[config.mk]
export PLATFORM = sky130hd
export DESIGN_NAME = wdt_top
export DESIGN_NICKNAME = d
export VERILOG_FILES = /design/src/rtl/wdt_pkg.sv /design/src/rtl/wdt_pend.sv /design/src/rtl/wdt_keyseq.sv /design/src/rtl/wdt_prescaler.sv /design/src/rtl/wdt_counter.sv /design/src/rtl/wdt_top.sv
export SDC_FILE = /design/constraint.sdc
export NUM_CORES = 1
export LEC_CHECK = 0
export ABC_AREA = 1
export BUFFER_PORTS_ARGS = -buffer_cell sky130_fd_sc_hd__buf_2
export CAP_MARGIN = 20
export CORE_AREA = 10 10 254 159
export CTS_BUF_LIST = sky130_fd_sc_hd__clkbuf_16
export CTS_CLUSTER_SIZE = 10
export DETAILED_ROUTE_END_ITERATION = 12
export DIE_AREA = 0 0 264 169
export PLACE_DENSITY_LB_ADDON = 0.25
export RECOVER_POWER = 25
export SLEW_MARGIN = 20
export SYNTH_ARGS = -nofsm -noshare
export SYNTH_HDL_FRONTEND = slang
export SYNTH_HIERARCHICAL = 1
export SYNTH_SLANG_ARGS = --single-unit
[constraint.sdc]
create_clock -name clk -period 2.1 [get_ports clk]
set_clock_uncertainty 0.1 [all_clocks]
set_input_delay 0.63 -clock clk [delete_from_list [all_inputs] [get_ports clk]]
set_output_delay 0.63 -clock clk [all_outputs]
set_load 0.03 [all_outputs]
[src/rtl/wdt_pkg.sv]
package wdt_pkg;

    localparam int DATA_W = 32;
    localparam int PTV_W  = 3;
    localparam int NREG   = 5;

    // pending-slot indices: bit positions of the status register
    localparam int IDX_CTRL  = 0;
    localparam int IDX_COUNT = 1;
    localparam int IDX_LOAD  = 2;
    localparam int IDX_TRIG  = 3;
    localparam int IDX_RUN   = 4;

    localparam logic [7:0] OFS_ID     = 8'h00;
    localparam logic [7:0] OFS_SYSCFG = 8'h10;
    localparam logic [7:0] OFS_CTRL   = 8'h24;
    localparam logic [7:0] OFS_COUNT  = 8'h28;
    localparam logic [7:0] OFS_LOAD   = 8'h2C;
    localparam logic [7:0] OFS_TRIG   = 8'h30;
    localparam logic [7:0] OFS_PEND   = 8'h34;
    localparam logic [7:0] OFS_RUN    = 8'h48;

    localparam logic [DATA_W-1:0] KEY_ON_A  = 32'h0000_BBBB;
    localparam logic [DATA_W-1:0] KEY_ON_B  = 32'h0000_4444;
    localparam logic [DATA_W-1:0] KEY_OFF_A = 32'h0000_AAAA;
    localparam logic [DATA_W-1:0] KEY_OFF_B = 32'h0000_5555;

    typedef enum logic [1:0] {
        KS_IDLE      = 2'd0,
        KS_ON_ARMED  = 2'd1,
        KS_OFF_ARMED = 2'd2
    } key_state_e;

    typedef struct packed {
        logic             pre_en;
        logic [PTV_W-1:0] ptv;
    } ctrl_t;

    function automatic ctrl_t ctrl_unpack(input logic [DATA_W-1:0] w);
        ctrl_t c;
        c.pre_en = w[5];
        c.ptv    = w[4:2];
        return c;
    endfunction

    function automatic logic [DATA_W-1:0] ctrl_pack(input ctrl_t c);
        logic [DATA_W-1:0] w;
        w      = '0;
        w[5]   = c.pre_en;
        w[4:2] = c.ptv;
        return w;
    endfunction

    function automatic logic [7:0] slot_offset(input int idx);
        logic [7:0] o;
        case (idx)
            IDX_CTRL:  o = OFS_CTRL;
            IDX_COUNT: o = OFS_COUNT;
            IDX_LOAD:  o = OFS_LOAD;
            IDX_TRIG:  o = OFS_TRIG;
            default:   o = OFS_RUN;
        endcase
        return o;
    endfunction

endpackage

[src/rtl/wdt_pend.sv]
module wdt_pend #(
    parameter int NREG = 5,
    parameter int W    = 32,
    parameter int HOLD = 2
) (
    input  logic                    clk,
    input  logic                    rst,
    input  logic                    tick_i,
    input  logic [NREG-1:0]         wr_i,
    input  logic [W-1:0]            wdata_i,
    output logic [NREG-1:0]         busy_o,
    output logic [NREG-1:0]         apply_o,
    output logic [NREG-1:0][W-1:0]  shadow_o
);
    localparam int CW = $clog2(HOLD + 1);
    localparam logic [CW-1:0] HOLD_C = CW'(HOLD);
    localparam logic [CW-1:0] ONE_C  = CW'(1);

    for (genvar k = 0; k < NREG; k++) begin : g_slot
        logic [CW-1:0] left_q;
        logic [W-1:0]  data_q;

        always_ff @(posedge clk) begin
            if (rst) begin
                left_q <= '0;
                data_q <= '0;
            end else if (wr_i[k]) begin
                left_q <= HOLD_C;
                data_q <= wdata_i;
            end else if (tick_i && left_q != '0) begin
                left_q <= left_q - ONE_C;
            end
        end

        assign busy_o[k]   = (left_q != '0);
        assign apply_o[k]  = tick_i && (left_q == ONE_C);
        assign shadow_o[k] = data_q;

        // a write raises its pending flag on the next clock
        a_r3_flag_on_write: assert property (@(posedge clk) disable iff (rst)
            wr_i[k] |=> busy_o[k]);
        // the flag drops on the edge at which the value is handed over
        a_r3_clear_on_apply: assert property (@(posedge clk) disable iff (rst)
            (apply_o[k] && !wr_i[k]) |=> !busy_o[k]);
    end
endmodule

[src/rtl/wdt_keyseq.sv]
module wdt_keyseq
    import wdt_pkg::*;
(
    input  logic              clk,
    input  logic              rst,
    input  logic              apply_i,
    input  logic [DATA_W-1:0] data_i,
    output logic              run_o
);
    key_state_e state_q, state_d;
    logic       run_q, run_d;

    always_comb begin
        state_d = state_q;
        run_d   = run_q;
        if (apply_i) begin
            state_d = KS_IDLE;
            case (state_q)
                KS_IDLE: begin
                    if (data_i == KEY_ON_A)       state_d = KS_ON_ARMED;
                    else if (data_i == KEY_OFF_A) state_d = KS_OFF_ARMED;
                end
                KS_ON_ARMED:  if (data_i == KEY_ON_B)  run_d = 1'b1;
                KS_OFF_ARMED: if (data_i == KEY_OFF_B) run_d = 1'b0;
                default: state_d = KS_IDLE;
            endcase
        end
    end

    always_ff @(posedge clk) begin
        if (rst) begin
            state_q <= KS_IDLE;
            run_q   <= 1'b0;
        end else begin
            state_q <= state_d;
            run_q   <= run_d;
        end
    end

    assign run_o = run_q;

    // the first word of a pair never alters the run state
    a_r6_first_word_no_change: assert property (@(posedge clk) disable iff (rst)
        (apply_i && state_q == KS_IDLE) |=> (run_o == $past(run_o)));
    // a completed start pair leaves the counter running
    a_r4_start_pair: assert property (@(posedge clk) disable iff (rst)
        (apply_i && state_q == KS_ON_ARMED && data_i == KEY_ON_B) |=> run_o);
    // a completed stop pair leaves the counter stopped
    a_r5_stop_pair: assert property (@(posedge clk) disable iff (rst)
        (apply_i && state_q == KS_OFF_ARMED && data_i == KEY_OFF_B) |=> !run_o);
endmodule

[src/rtl/wdt_prescaler.sv]
module wdt_prescaler #(
    parameter int PTV_W = 3
) (
    input  logic             clk,
    input  logic             rst,
    input  logic             tick_i,
    input  logic             run_i,
    input  logic             en_i,
    input  logic [PTV_W-1:0] ptv_i,
    output logic             step_o
);
    localparam int DIV_W = (1 << PTV_W) - 1;

    logic [DIV_W-1:0] div_q;
    logic [DIV_W:0]   span;
    logic [DIV_W-1:0] lim;
    logic             hit;

    assign span   = {{DIV_W{1'b0}}, 1'b1} << ptv_i;
    assign lim    = DIV_W'(span - 1'b1);
    assign hit    = (div_q == lim);
    assign step_o = run_i && tick_i && (!en_i || hit);

    always_ff @(posedge clk) begin
        if (rst || !run_i || !en_i) begin
            div_q <= '0;
        end else if (tick_i) begin
            div_q <= hit ? '0 : div_q + 1'b1;
        end
    end

    // the counter only ever advances on a tick while running
    a_r8_step_needs_tick: assert property (@(posedge clk) disable iff (rst)
        step_o |-> (tick_i && run_i));
    // a divided step restarts the phase count
    a_r8_phase_restart: assert property (@(posedge clk) disable iff (rst)
        (step_o && en_i) |=> (div_q == '0));
endmodule

[src/rtl/wdt_counter.sv]
module wdt_counter #(
    parameter int CNT_W = 32,
    parameter int W     = 32
) (
    input  logic             clk,
    input  logic             rst,
    input  logic             step_i,
    input  logic             cnt_wr_i,
    input  logic [W-1:0]     cnt_d_i,
    input  logic             load_wr_i,
    input  logic [W-1:0]     load_d_i,
    input  logic             trig_wr_i,
    input  logic [W-1:0]     trig_d_i,
    output logic [CNT_W-1:0] cnt_o,
    output logic [CNT_W-1:0] load_o,
    output logic [W-1:0]     trig_o,
    output logic             ovf_o
);
    localparam logic [CNT_W-1:0] CNT_MAX = '1;

    logic [CNT_W-1:0] cnt_q, load_q;
    logic [W-1:0]     trig_q;
    logic             ovf_q;
    logic             trig_fire;

    assign trig_fire = trig_wr_i && (trig_d_i != trig_q);

    always_ff @(posedge clk) begin
        if (rst) begin
            cnt_q  <= '0;
            load_q <= '0;
            trig_q <= '0;
            ovf_q  <= 1'b0;
        end else begin
            ovf_q <= 1'b0;
            if (load_wr_i) load_q <= load_d_i[CNT_W-1:0];
            if (trig_wr_i) trig_q <= trig_d_i;
            if (cnt_wr_i) begin
                cnt_q <= cnt_d_i[CNT_W-1:0];
            end else if (trig_fire) begin
                cnt_q <= load_q;
            end else if (step_i) begin
                if (cnt_q == CNT_MAX) begin
                    cnt_q <= load_q;
                    ovf_q <= 1'b1;
                end else begin
                    cnt_q <= cnt_q + 1'b1;
                end
            end
        end
    end

    assign cnt_o  = cnt_q;
    assign load_o = load_q;
    assign trig_o = trig_q;
    assign ovf_o  = ovf_q;

    // the overflow pulse coincides with a reload from the load register
    a_r10_reload_on_pulse: assert property (@(posedge clk) disable iff (rst)
        ovf_o |-> (cnt_q == $past(load_q)));
    // with no step and no write, the counter holds
    a_r7_hold_idle: assert property (@(posedge clk) disable iff (rst)
        (!step_i && !cnt_wr_i && !trig_fire) |=> $stable(cnt_q));
    // repeating the trigger value leaves the counter alone
    a_r9_same_trigger: assert property (@(posedge clk) disable iff (rst)
        (trig_wr_i && trig_d_i == trig_q && !cnt_wr_i && !step_i) |=> $stable(cnt_q));
    // a direct counter write wins over everything else
    a_r11_direct_write: assert property (@(posedge clk) disable iff (rst)
        cnt_wr_i |=> (cnt_q == $past(cnt_d_i[CNT_W-1:0])));
endmodule

[src/rtl/wdt_top.sv]
module wdt_top
    import wdt_pkg::*;
#(
    parameter int         CNT_W      = 32,
    parameter int         PEND_TICKS = 2,
    parameter logic [7:0] REV        = 8'h31
) (
    input  logic              clk,
    input  logic              rst,
    input  logic              tmr_tick,
    input  logic              bus_wr,
    input  logic [7:0]        bus_addr,
    input  logic [DATA_W-1:0] bus_wdata,
    output logic [DATA_W-1:0] bus_rdata,
    output logic              wdt_rst_o
);
    logic [NREG-1:0]             wr_vec, busy, apply;
    logic [NREG-1:0][DATA_W-1:0] shadow;
    ctrl_t                       ctrl_q;
    logic                        run, step;
    logic [CNT_W-1:0]            cnt, load;
    logic [DATA_W-1:0]           trig;

    for (genvar k = 0; k < NREG; k++) begin : g_dec
        assign wr_vec[k] = bus_wr && (bus_addr == slot_offset(k));
    end

    wdt_pend #(.NREG(NREG), .W(DATA_W), .HOLD(PEND_TICKS)) u_pend (
        .clk(clk), .rst(rst), .tick_i(tmr_tick),
        .wr_i(wr_vec), .wdata_i(bus_wdata),
        .busy_o(busy), .apply_o(apply), .shadow_o(shadow)
    );

    always_ff @(posedge clk) begin
        if (rst) begin
            ctrl_q <= '0;
        end else if (apply[IDX_CTRL]) begin
            ctrl_q <= ctrl_unpack(shadow[IDX_CTRL]);
        end
    end

    wdt_keyseq u_keys (
        .clk(clk), .rst(rst),
        .apply_i(apply[IDX_RUN]), .data_i(shadow[IDX_RUN]),
        .run_o(run)
    );

    wdt_prescaler #(.PTV_W(PTV_W)) u_presc (
        .clk(clk), .rst(rst), .tick_i(tmr_tick), .run_i(run),
        .en_i(ctrl_q.pre_en), .ptv_i(ctrl_q.ptv), .step_o(step)
    );

    wdt_counter #(.CNT_W(CNT_W), .W(DATA_W)) u_cnt (
        .clk(clk), .rst(rst), .step_i(step),
        .cnt_wr_i(apply[IDX_COUNT]),  .cnt_d_i(shadow[IDX_COUNT]),
        .load_wr_i(apply[IDX_LOAD]),  .load_d_i(shadow[IDX_LOAD]),
        .trig_wr_i(apply[IDX_TRIG]),  .trig_d_i(shadow[IDX_TRIG]),
        .cnt_o(cnt), .load_o(load), .trig_o(trig), .ovf_o(wdt_rst_o)
    );

    always_comb begin
        bus_rdata = '0;
        case (bus_addr)
            OFS_ID:    bus_rdata = {{(DATA_W-8){1'b0}}, REV};
            OFS_CTRL:  bus_rdata = ctrl_pack(ctrl_q);
            OFS_COUNT: bus_rdata = DATA_W'(cnt);
            OFS_LOAD:  bus_rdata = DATA_W'(load);
            OFS_TRIG:  bus_rdata = trig;
            OFS_PEND:  bus_rdata = DATA_W'(busy);
            OFS_RUN:   bus_rdata = DATA_W'(run);
            default:   bus_rdata = '0;
        endcase
    end

    // the reset request never lasts two clocks without a fresh step
    a_r10_single_pulse: assert property (@(posedge clk) disable iff (rst)
        wdt_rst_o |=> (!wdt_rst_o || $past(step)));
    // the pending status only shows slots in the register map
    a_r3_status_width: assert property (@(posedge clk) disable iff (rst)
        (bus_addr == OFS_PEND) |-> (bus_rdata[DATA_W-1:NREG] == '0));
endmodule

# After elaboration in Yosys (flattened, before gate mapping)
# Cells that the tools add are included.
# op_classes
add_sub_neg	8
bitwise_logic	1
shifts	1
n_eq_ne	22
n_reduce_logical	44
mux	23
# ops
op	n
one-hot mux 32 bit (7 select lines)	1
2-to-1 mux 32 bit	4
== test 32 x 15 -> 1 bit, second input constant	2
== test 32 x 16 -> 1 bit, second input constant	2
== test 8 x 6 -> 1 bit, second input constant	5
adder 32 x 1 -> 32 bit, second input constant	1
== test 32 bit, second input constant	1
!= test 32 bit	1
2-to-1 mux 2 bit	13
nonzero test 2 bit	11
logical AND 1 bit	18
== test 2 x 1 -> 1 bit, second input constant	6
OR reduction 2 bit	5
subtractor 2 x 1 -> 2 bit, second input constant	5
== test 8 x 7 -> 1 bit, second input constant	1
zero test 8 bit	1
adder 7 x 1 -> 7 bit, second input constant	1
== test 7 bit	1
2-to-1 mux 7 bit	1
left shift 1 x 3 -> 7 bit, first input constant	1
subtractor 7 x 1 -> 7 bit, second input constant	1
!= test 2 x 1 -> 1 bit, second input constant	2
AND reduction 4 bit	1
OR reduction 4 bit	1
other kinds (8)	13
# totals
wordCells	123
in_bits	44
register_bits	255
output_inout_bits	33

# Longest topological paths before layout
# Gate-level depths: netlist of run 1.
# logic_depth
ltp_word	8
depth_mapped	14
mapped_depth_nobuf	13

# Cells and area by module
# Netlist of run 1, hierarchy kept.
# by_module_without_submodules
module	area_per_inst_um2	cells_per_inst	n_inst	seq_area_each_um2
wdt_pend	6200.9	796	1	3403.3
wdt_counter	5876.9	941	1	1941.9
wdt_top	1143.6	232	1	80.1
wdt_prescaler	484.2	80	1	140.1
wdt_keyseq	355.3	76	1	60.1

# Worst setup path before layout of run 1
# No wires, ideal clock.
# synth_path
kind	input-to-output
startpoint	input bus_addr[7]
endpoint	output bus_rdata[28]
required_ns	1.370
cell_stages	8
setup_slack_ns	-0.202
n_path_buf	1
arrival_ns	1.572
path_cell_list	inv_1 nand2_2 nor2_4 nand2_4 inv_6 buf_12 nand2_1 nand3_1
# synth_between
elab_chain_len	2
word_cells_on_any_way	8
classes_between	eq/ne: 6; mux: 1; reduce/logical: 1
# synth_lines
element	line_no	rtl
from (decl)	wdt_top.sv:12	input logic [7:0] bus_addr,
== test 8 x 7 -> 1 bit, or another cell as far along	wdt_top.sv:63	case (bus_addr)
one-hot mux 32 bit (7 select lines) (*)	wdt_top.sv:63	
to (decl)	wdt_top.sv:14	output logic [DATA_W-1:0] bus_rdata,
# Mark *: on every way between the ends. The rest lies on a longest branch, timed or not.

# Worst setup path after layout of run 1
# layout_path
startpoint	input bus_addr[4]
endpoint	output bus_rdata[2]
# Same word-level chain as after synthesis.

==> impl_metrics.json, run 1 <==
{
  "status": "complete, but fails checks",
  "violations": "setup timing",
  "synthCells": 2011,
  "yosys_warnings": 6,
  "maxCapViolCount": 0,
  "avgSynthCellArea_sq_um": 6.53,
  "std_cell_rows": 54,
  "period_needed_ns": 2.45,
  "drt_iter0_markers": 1648,
  "power_leakage_nw": 8.62,
  "seq_area_sq_um": 5090,
  "root_buffer": "clkbuf_16",
  "vias_per_cell": 5.24,
  "die_area_sq_um": 44600,
  "htreeDepth": 1,
  "grt_max_degree": 113,
  "path_clk_slew_ns": 0.05,
  "wirelength_microns": 53500,
  "numCtsBuffers": 30,
  "fmax_mhz": 409,
  "slew_headroom_pct": 60.3,
  "drc": 0,
  "fin_hold_ws_ns": 0.246,
  "die_h_microns": 169,
  "cts_tree": "done",
  "crit_path_end_kind": "primary output",
  "first_global_vias": 12993,
  "start_kind": "primary input",
  "gp_congestion": 0.942,
  "floorplan.initialDensity_pct": 36.7,
  "final_hold_viol_count": 0,
  "nNetsFinal": 2277,
  "diodes": 0,
  "syn-num-nets": 2067,
  "routedWlPerCell_microns": 19.8,
  "synthesis.area_sq_um": 13100,
  "finalSetupViolations": 65,
  "antenna_found_initial": 0,
  "drive_gt1_share_pct": 26.8,
  "period_share_pct": 116,
  "utilization_pct": 50.0,
  "clk_latency_ns": 0.59,
  "fillers": 3542,
  "die_x_microns": 264,
  "dp.cells": 2632,
  "ir_worst_vdd_uv": 581,
  "rsz0062_at_grt": "true",
  "holdBufCountCts": 0,
  "cts.sinks": 253,
  "maxSlewViolCount": 0,
  "track_usage_pct": 22.5,
  "path_class": "in2out",
  "first_pass_iters": 5,
  "ant_nets": 0,
  "grt_pass1_wl_microns": 78800,
  "multi_input_area_sq_um": 8080,
  "dpl_cell_area_sq_um": 15500,
  "worstPathRequired_ns": 1.37,
  "crit_fanout": 7,
  "layout_setup_ws_ns": -0.346,
  "clock_path_buffers": 3,
  "coreArea_sq_um": 35800,
  "boundaryPins": 77,
  "final_cells": 2702,
  "pwr_density_cell_nw_per_um2": 612,
  "tightest_slew_ns": 0.595,
  "grt_overflow": 0,
  "fin_area_sq_um": 17900,
  "syn_to_final_growth_pct": 36.3,
  "vias": 14170,
  "port_buffers": 76,
  "dpl.hpwl_microns": 37700,
  "holdCritPathClass": "in2reg",
  "finalPower_mw": 11.0,
  "worst_ep_arrival_time_ns": 1.72,
  "r2r_setup_slack_ns": -0.21
}
[critical path, stage by stage]
cell	delay (ns)
buf_6	0.10
inv_4	0.05
nand2_4	0.05
nor2_4	0.12
buf_6	0.14
nand2_8	0.14
o21ai_1	0.19
inv_1	0.09
nand2_4	0.07
buf_6	0.12
[cell type report]
class | instances | share of cell area [%]
clock inverter | 7 | 0.335
inverter | 149 | 3.63
clock buffer | 30 | 4.19
sequential | 253 | 28.4
timing repair inverter | 5 | 0.454
multi-input combinational | 1504 | 45.1
tap | 476 | 3.33
timing repair buffer | 278 | 14.6
[routing by layer]
metal	track usage (%)	share of wire (%)
met1	34.5	48
met2	29.5	38
met3	7.32	12
met4	3.61	1.6
met5	0	0
[power breakdown]
part           total (mW)  internal [mW]  switching [mW]  leakage, nW
sequential           4.97           4.88          0.0843         2.05
clock                4.62           2.53            2.08        0.406
combinational        1.38          0.468           0.907         6.17
total                11.0           7.89            3.07         8.62
[metrics by stage]
stage	TNS (ns)	setup WS, ns
final	-14.43	-0.346
after global routing	-20.20	-0.369
after CTS	-9.05	-0.324
after detailed placement	-20.34	-0.479
after global placement	-17.58	-0.438
after floorplan	-0.875	-0.0489
[cells in the final DEF, fill, tap and decap left out, drive strengths merged, types with 4 or more instances in the layout]
master,n
a21oi,75
a22oi,19
buf,268
clkbuf,40
clkinv,16
dfxtp,253
ha,12
inv,145
nand2,460
nand3,139
nand3b,4
nand4,7
nor2,482
nor3,8
o21ai,245
or2,5
xnor2,27
xor2,15
[sequential cells by signal (all words and copies together) (netlist names)]
signal and flops:
u_keys/run_o 1, u_pend/g_slot.data_q 132, u_cnt/load_o 32, u_pend/g_slot.left_q 10
u_cnt/cnt_o 32, ctrl_q 4, u_cnt/ovf_o 1, u_keys/state_q 2
u_cnt/trig_o 32, u_presc/div_q 7
[repair_timing]
action / CTS / global route
cloned: 7 / 9
setup endpoints to repair: 64 / 65
pin swaps: 21 / 54
gates resized for setup: 175 / 186
buffers inserted: 14 / 6
[final timing paths]
kind	startpoint	to	depth (start not counted)
max	bus_addr[4]	bus_rdata[2]	10
min	bus_wdata[23]	u_pend/g_slot[2].data_q[23]$_SDFFE_PP0P_	3
max reg2reg	ctrl_q[1]$_SDFFE_PP0P_	u_cnt/cnt_o[23]$_SDFFE_PP0P_	12
min reg2reg	u_pend/g_slot[0].data_q[2]$_SDFFE_PP0P_	ctrl_q[0]$_SDFFE_PP0P_	2
(Power assumes the default switching activity.)
==> inputs of run 2 (changes only) <==
CORE_AREA = 2 2 246 151   (was 10 10 254 159)
DIE_AREA = 0 0 248 153   (was 0 0 264 169)
clock period = 2.8 ns   (was 2.1 ns; I/O delays follow)
==> impl_metrics.json, run 2 (same netlist as run 1, synthesis figures left out) <==
{
  "maxSlewViolCount": 0,
  "fillers": 3715,
  "fin_hold_ws_ns": 0.364,
  "vias": 13429,
  "path_clk_slew_ns": 0.06,
  "wirelength_microns": 46800,
  "critPathLaunch": "bus_addr[7]",
  "path_class": "in2out",
  "largest_register": "u_pend/g_slot.data_q",
  "clock_path_buffers": 3,
  "die_x_microns": 248,
  "holdCritStartpoint": "u_pend/g_slot[0].data_q[4]$_SDFFE_PP0P_",
  "drc": 0,
  "final_hold_viol_count": 0,
  "cts.sinks": 253,
  "grt_pass1_wl_microns": 71600,
  "holdBufCountCts": 0,
  "finalSetupViolations": 30,
  "port_buffers": 76,
  "layout_setup_ws_ns": -0.104,
  "clk_latency_ns": 0.56,
  "ir_worst_vdd_uv": 451,
  "ant_nets": 0,
  "status": "complete, but fails checks",
  "crit_path_end_kind": "primary output",
  "power_leakage_nw": 7.48,
  "grt_max_degree": 79,
  "holdCritPathClass": "reg2reg",
  "cts_tree": "done",
  "diodes": 0,
  "drt_iter0_markers": 1215,
  "numCtsBuffers": 29,
  "crit_chain": "buf_6, inv_4, nand2_4, nor2_4, nand2_4, clkinv_8, buf_12, nand2_2, nand3_2, buf_6",
  "final_common_cell": "nor2_1",
  "multi_input_area_sq_um": 7230,
  "coreArea_sq_um": 35700,
  "boundaryPins": 77,
  "floorplan.initialDensity_pct": 36.8,
  "pwr_density_cell_nw_per_um2": 497,
  "final_cells": 2567,
  "start_kind": "primary input",
  "r2r-start": "u_cnt/trig_o[17]$_SDFFE_PP0P_",
  "finalPower_mw": 7.75,
  "syn_to_final_growth_pct": 18.8,
  "std_cell_rows": 54,
  "vias_per_cell": 5.23,
  "antenna_found_initial": 0,
  "tightest_slew_ns": 0.907,
  "dp.cells": 2526,
  "violations": "setup timing",
  "worst_ep_arrival_time_ns": 1.96,
  "rsz0062_at_grt": "true",
  "die_h_microns": 153,
  "setup_tns_ns": -1.72,
  "htreeDepth": 1,
  "cp_slowest_stage_delay_ns": 0.21,
  "first_pass_iters": 7,
  "nNetsFinal": 2144,
  "drive_gt1_share_pct": 15.2,
  "utilization_pct": 43.7,
  "die_area_sq_um": 37900,
  "root_buffer": "clkbuf_16",
  "worstPathRequired_ns": 1.86,
  "mostFrequentLayoutCells": "465 x nor2_1, 398 x nand2_1, 253 x dfxtp_1, 183 x o21ai_0, 125 x inv_1",
  "fin_area_sq_um": 15600,
  "slew_headroom_pct": 39.4,
  "period_share_pct": 104,
  "period_needed_ns": 2.90,
  "dp_slack_ns": -0.172,
  "crit_fanout": 8,
  "seq_area_sq_um": 5060,
  "gp_congestion": 1.02,
  "slowest_stage": "nor2_4",
  "dpl_cell_area_sq_um": 14100,
  "grt_overflow": 0,
  "routedWlPerCell_microns": 18.2,
  "dpl.hpwl_microns": 31600,
  "maxCapViolCount": 0,
  "first_global_vias": 12192,
  "track_usage_pct": 24.2,
  "largest_reg_flops": 132,
  "fmax_mhz": 344
}
-- run 2: worst max-delay path: cells and delay by family --
kind,cells,cell delay (ns)
AND/OR/NAND/NOR,5,0.57
buffers and inverters,5,0.55
-- run 2: final timing paths --
path,to,slack (ns),cells past startpoint
worst max-delay path,bus_rdata[29],-0.10,10
worst min-delay path,ctrl_q[2]$_SDFFE_PP0P_,0.36,2
worst max register to register,u_cnt/cnt_o[10]$_SDFFE_PP0P_,0.33,12
worst min register to register,ctrl_q[2]$_SDFFE_PP0P_,0.36,2
-- run 2: per-layer routing --
metal	share of wire, %	vias up	global-route usage (%)
li1	-	6526	-
met1	49	6310	36.8
met2	40	522	34.7
met3	7.8	71	4.51
met4	2.5	0	6.13
met5	0	-	0
-- run 2: cell type report --
type                       count  share of cell area [%]
multi-input combinational   1504                    46.3
inverter                     149                    3.90
timing repair buffer         151                    8.72
sequential                   253                    32.5
clock inverter                 5                   0.120
clock buffer                  29                    4.65
tap                          476                    3.82
-- run 2: timing repair --
item,CTS,global route
buffers inserted,4,0
gates resized for setup,124,63
cloned,2,2
endpoints found under the setup margin,32,38
pin swaps,8,18
-- run 2: report_power, final --
group | internal (mW) | leakage, nW | switching [mW]
Sequential | 3.66 | 2.04 | 0.0711
Combinational | 0.213 | 5.06 | 0.531
Clock | 1.81 | 0.376 | 1.46
==> inputs of run 3 (changes only) <==
BUFFER_PORTS_ARGS = -buffer_cell sky130_fd_sc_hd__buf_4   (was -buffer_cell sky130_fd_sc_hd__buf_2)
==> impl_metrics.json, run 3 (same netlist as run 1, synthesis figures left out) <==
{
  "htreeDepth": 1,
  "path_clk_slew_ns": 0.06,
  "vias": 13182,
  "rr_endpoint": "u_cnt/cnt_o[6]$_SDFFE_PP0P_",
  "grt_overflow": 0,
  "final_common_cell": "nor2_1",
  "first_pass_iters": 5,
  "hold-path-cell-count": 2,
  "layout_setup_ws_ns": -0.0930,
  "clk_latency_ns": 0.56,
  "violations": "setup timing",
  "ir_worst_vdd_uv": 416,
  "clock_path_buffers": 3,
  "worstPathRequired_ns": 1.86,
  "status": "complete, but fails checks",
  "gp_congestion": 0.939,
  "root_buffer": "clkbuf_16",
  "r2r_setup_slack_ns": 0.32,
  "maxSlewViolCount": 0,
  "ant_nets": 0,
  "routedWlPerCell_microns": 17.9,
  "period_needed_ns": 2.89,
  "drt_iter0_markers": 1211,
  "port_buffers": 76,
  "reg2reg_depth": 12,
  "drc": 0,
  "std_cell_rows": 54,
  "tightest_slew_ns": 1.15,
  "diodes": 0,
  "first_global_vias": 12314,
  "largest_register": "u_pend/g_slot.data_q",
  "r2r-start": "u_cnt/trig_o[31]$_SDFFE_PP0P_",
  "largest_reg_flops": 132,
  "syn_to_final_growth_pct": 18.1,
  "nNetsFinal": 2136,
  "hold_end": "ctrl_q[2]$_SDFFE_PP0P_",
  "die_x_microns": 248,
  "fmax_mhz": 346,
  "path_class": "in2out",
  "boundaryPins": 77,
  "rsz0062_at_grt": "true",
  "period_share_pct": 103,
  "die_area_sq_um": 37900,
  "start_kind": "primary input",
  "vias_per_cell": 5.16,
  "power_leakage_nw": 7.25,
  "holdBufCountCts": 0,
  "cts.sinks": 253,
  "holdCritPathClass": "reg2reg",
  "pwr_density_cell_nw_per_um2": 506,
  "final_hold_viol_count": 0,
  "final_cells": 2556,
  "holdCritStartpoint": "u_pend/g_slot[0].data_q[4]$_SDFFE_PP0P_",
  "numCtsBuffers": 29,
  "drive_gt1_share_pct": 14.8,
  "worst_ep_arrival_time_ns": 1.95,
  "dpl.hpwl_microns": 31100,
  "grt_pass1_wl_microns": 70900,
  "finalSetupViolations": 30,
  "antenna_found_initial": 0,
  "mostFrequentLayoutCells": "463 x nor2_1, 406 x nand2_1, 253 x dfxtp_1, 182 x o21ai_0, 123 x inv_1",
  "maxCapViolCount": 0,
  "crit_fanout": 7,
  "dp.cells": 2517,
  "wirelength_microns": 45700,
  "track_usage_pct": 23.9,
  "floorplan.initialDensity_pct": 36.8,
  "die_h_microns": 153,
  "coreArea_sq_um": 35700,
  "dp_slack_ns": -0.145,
  "crit_path_end_kind": "primary output",
  "slew_headroom_pct": 23.3,
  "cts_tree": "done",
  "grt_max_degree": 130
}
[run 3: final cells by class]
type / instances / area (sq um)
fillers: 3698 / 20200
multi-input cells: 1504 / 7150
flip-flops and latches: 253 / 5060
repair buffers: 143 / 1340
clock buffers: 29 / 726
inverters: 149 / 607
well taps: 476 / 596
clock inverters: 2 / 35.0
[run 3: report_power, final]
part	switching, mW	internal [mW]	total, mW
combinational	0.511	0.224	0.736
clock	1.48	1.90	3.38
sequential	0.0753	3.66	3.74
total	2.06	5.79	7.85
[run 3: repair_timing]
item	in CTS	in global routing
setup buffers	5	1
gates resized for setup	92	37
endpoints found under the setup margin	32	35
pin swaps	6	6
gates cloned	1	1
[run 3: how the worst max path moves through the flow]
stage / from / endpoint / slack, ns / cells past startpoint
after floorplan: bus_addr[7] / bus_rdata[28] / 0.08 / 8
after global placement: bus_addr[7] / bus_rdata[15] / -0.13 / 10
after detailed placement: bus_addr[7] / bus_rdata[6] / -0.14 / 10
after CTS: bus_addr[4] / bus_rdata[21] / -0.06 / 10
after global routing: bus_addr[6] / bus_rdata[23] / -0.13 / 10
final: bus_addr[6] / bus_rdata[19] / -0.09 / 10
[run 3: critical path, cell delays in order]
cell and delay, ns:
buf_6 0.10, inv_4 0.04, nand2_4 0.06, nor2_4 0.20, nand2_2 0.12, clkinv_4 0.12, clkbuf_16 0.18, nand2_1 0.07
nand3_2 0.09, buf_6 0.13
[run 3: routing by layer]
layer,GRT usage (%),wire length [microns]
met1,34.8,22000
met2,35.4,18900
met5,0,0
met4,6.93,1360
met3,4.58,3490
[run 3: per-stage QoR]
step | util [%] | hold slack (ns) | power (mW) | setup TNS (ns) | area, sq um
final | 43.4 | 0.382 | 7.85 | -1.83 | 15500
after global routing | 43.4 | 0.406 | 8.14 | -4.31 | 15500
after CTS | 43.1 | 0.379 | 7.92 | -0.631 | 15400
after detailed placement | 39.8 | 0.356 | 4.52 | -3.39 | 14200
after global placement | 39.8 | 0.362 | 4.52 | -3.00 | 14200
after floorplan | - | 0.327 | 4.20 | 0 | 13100
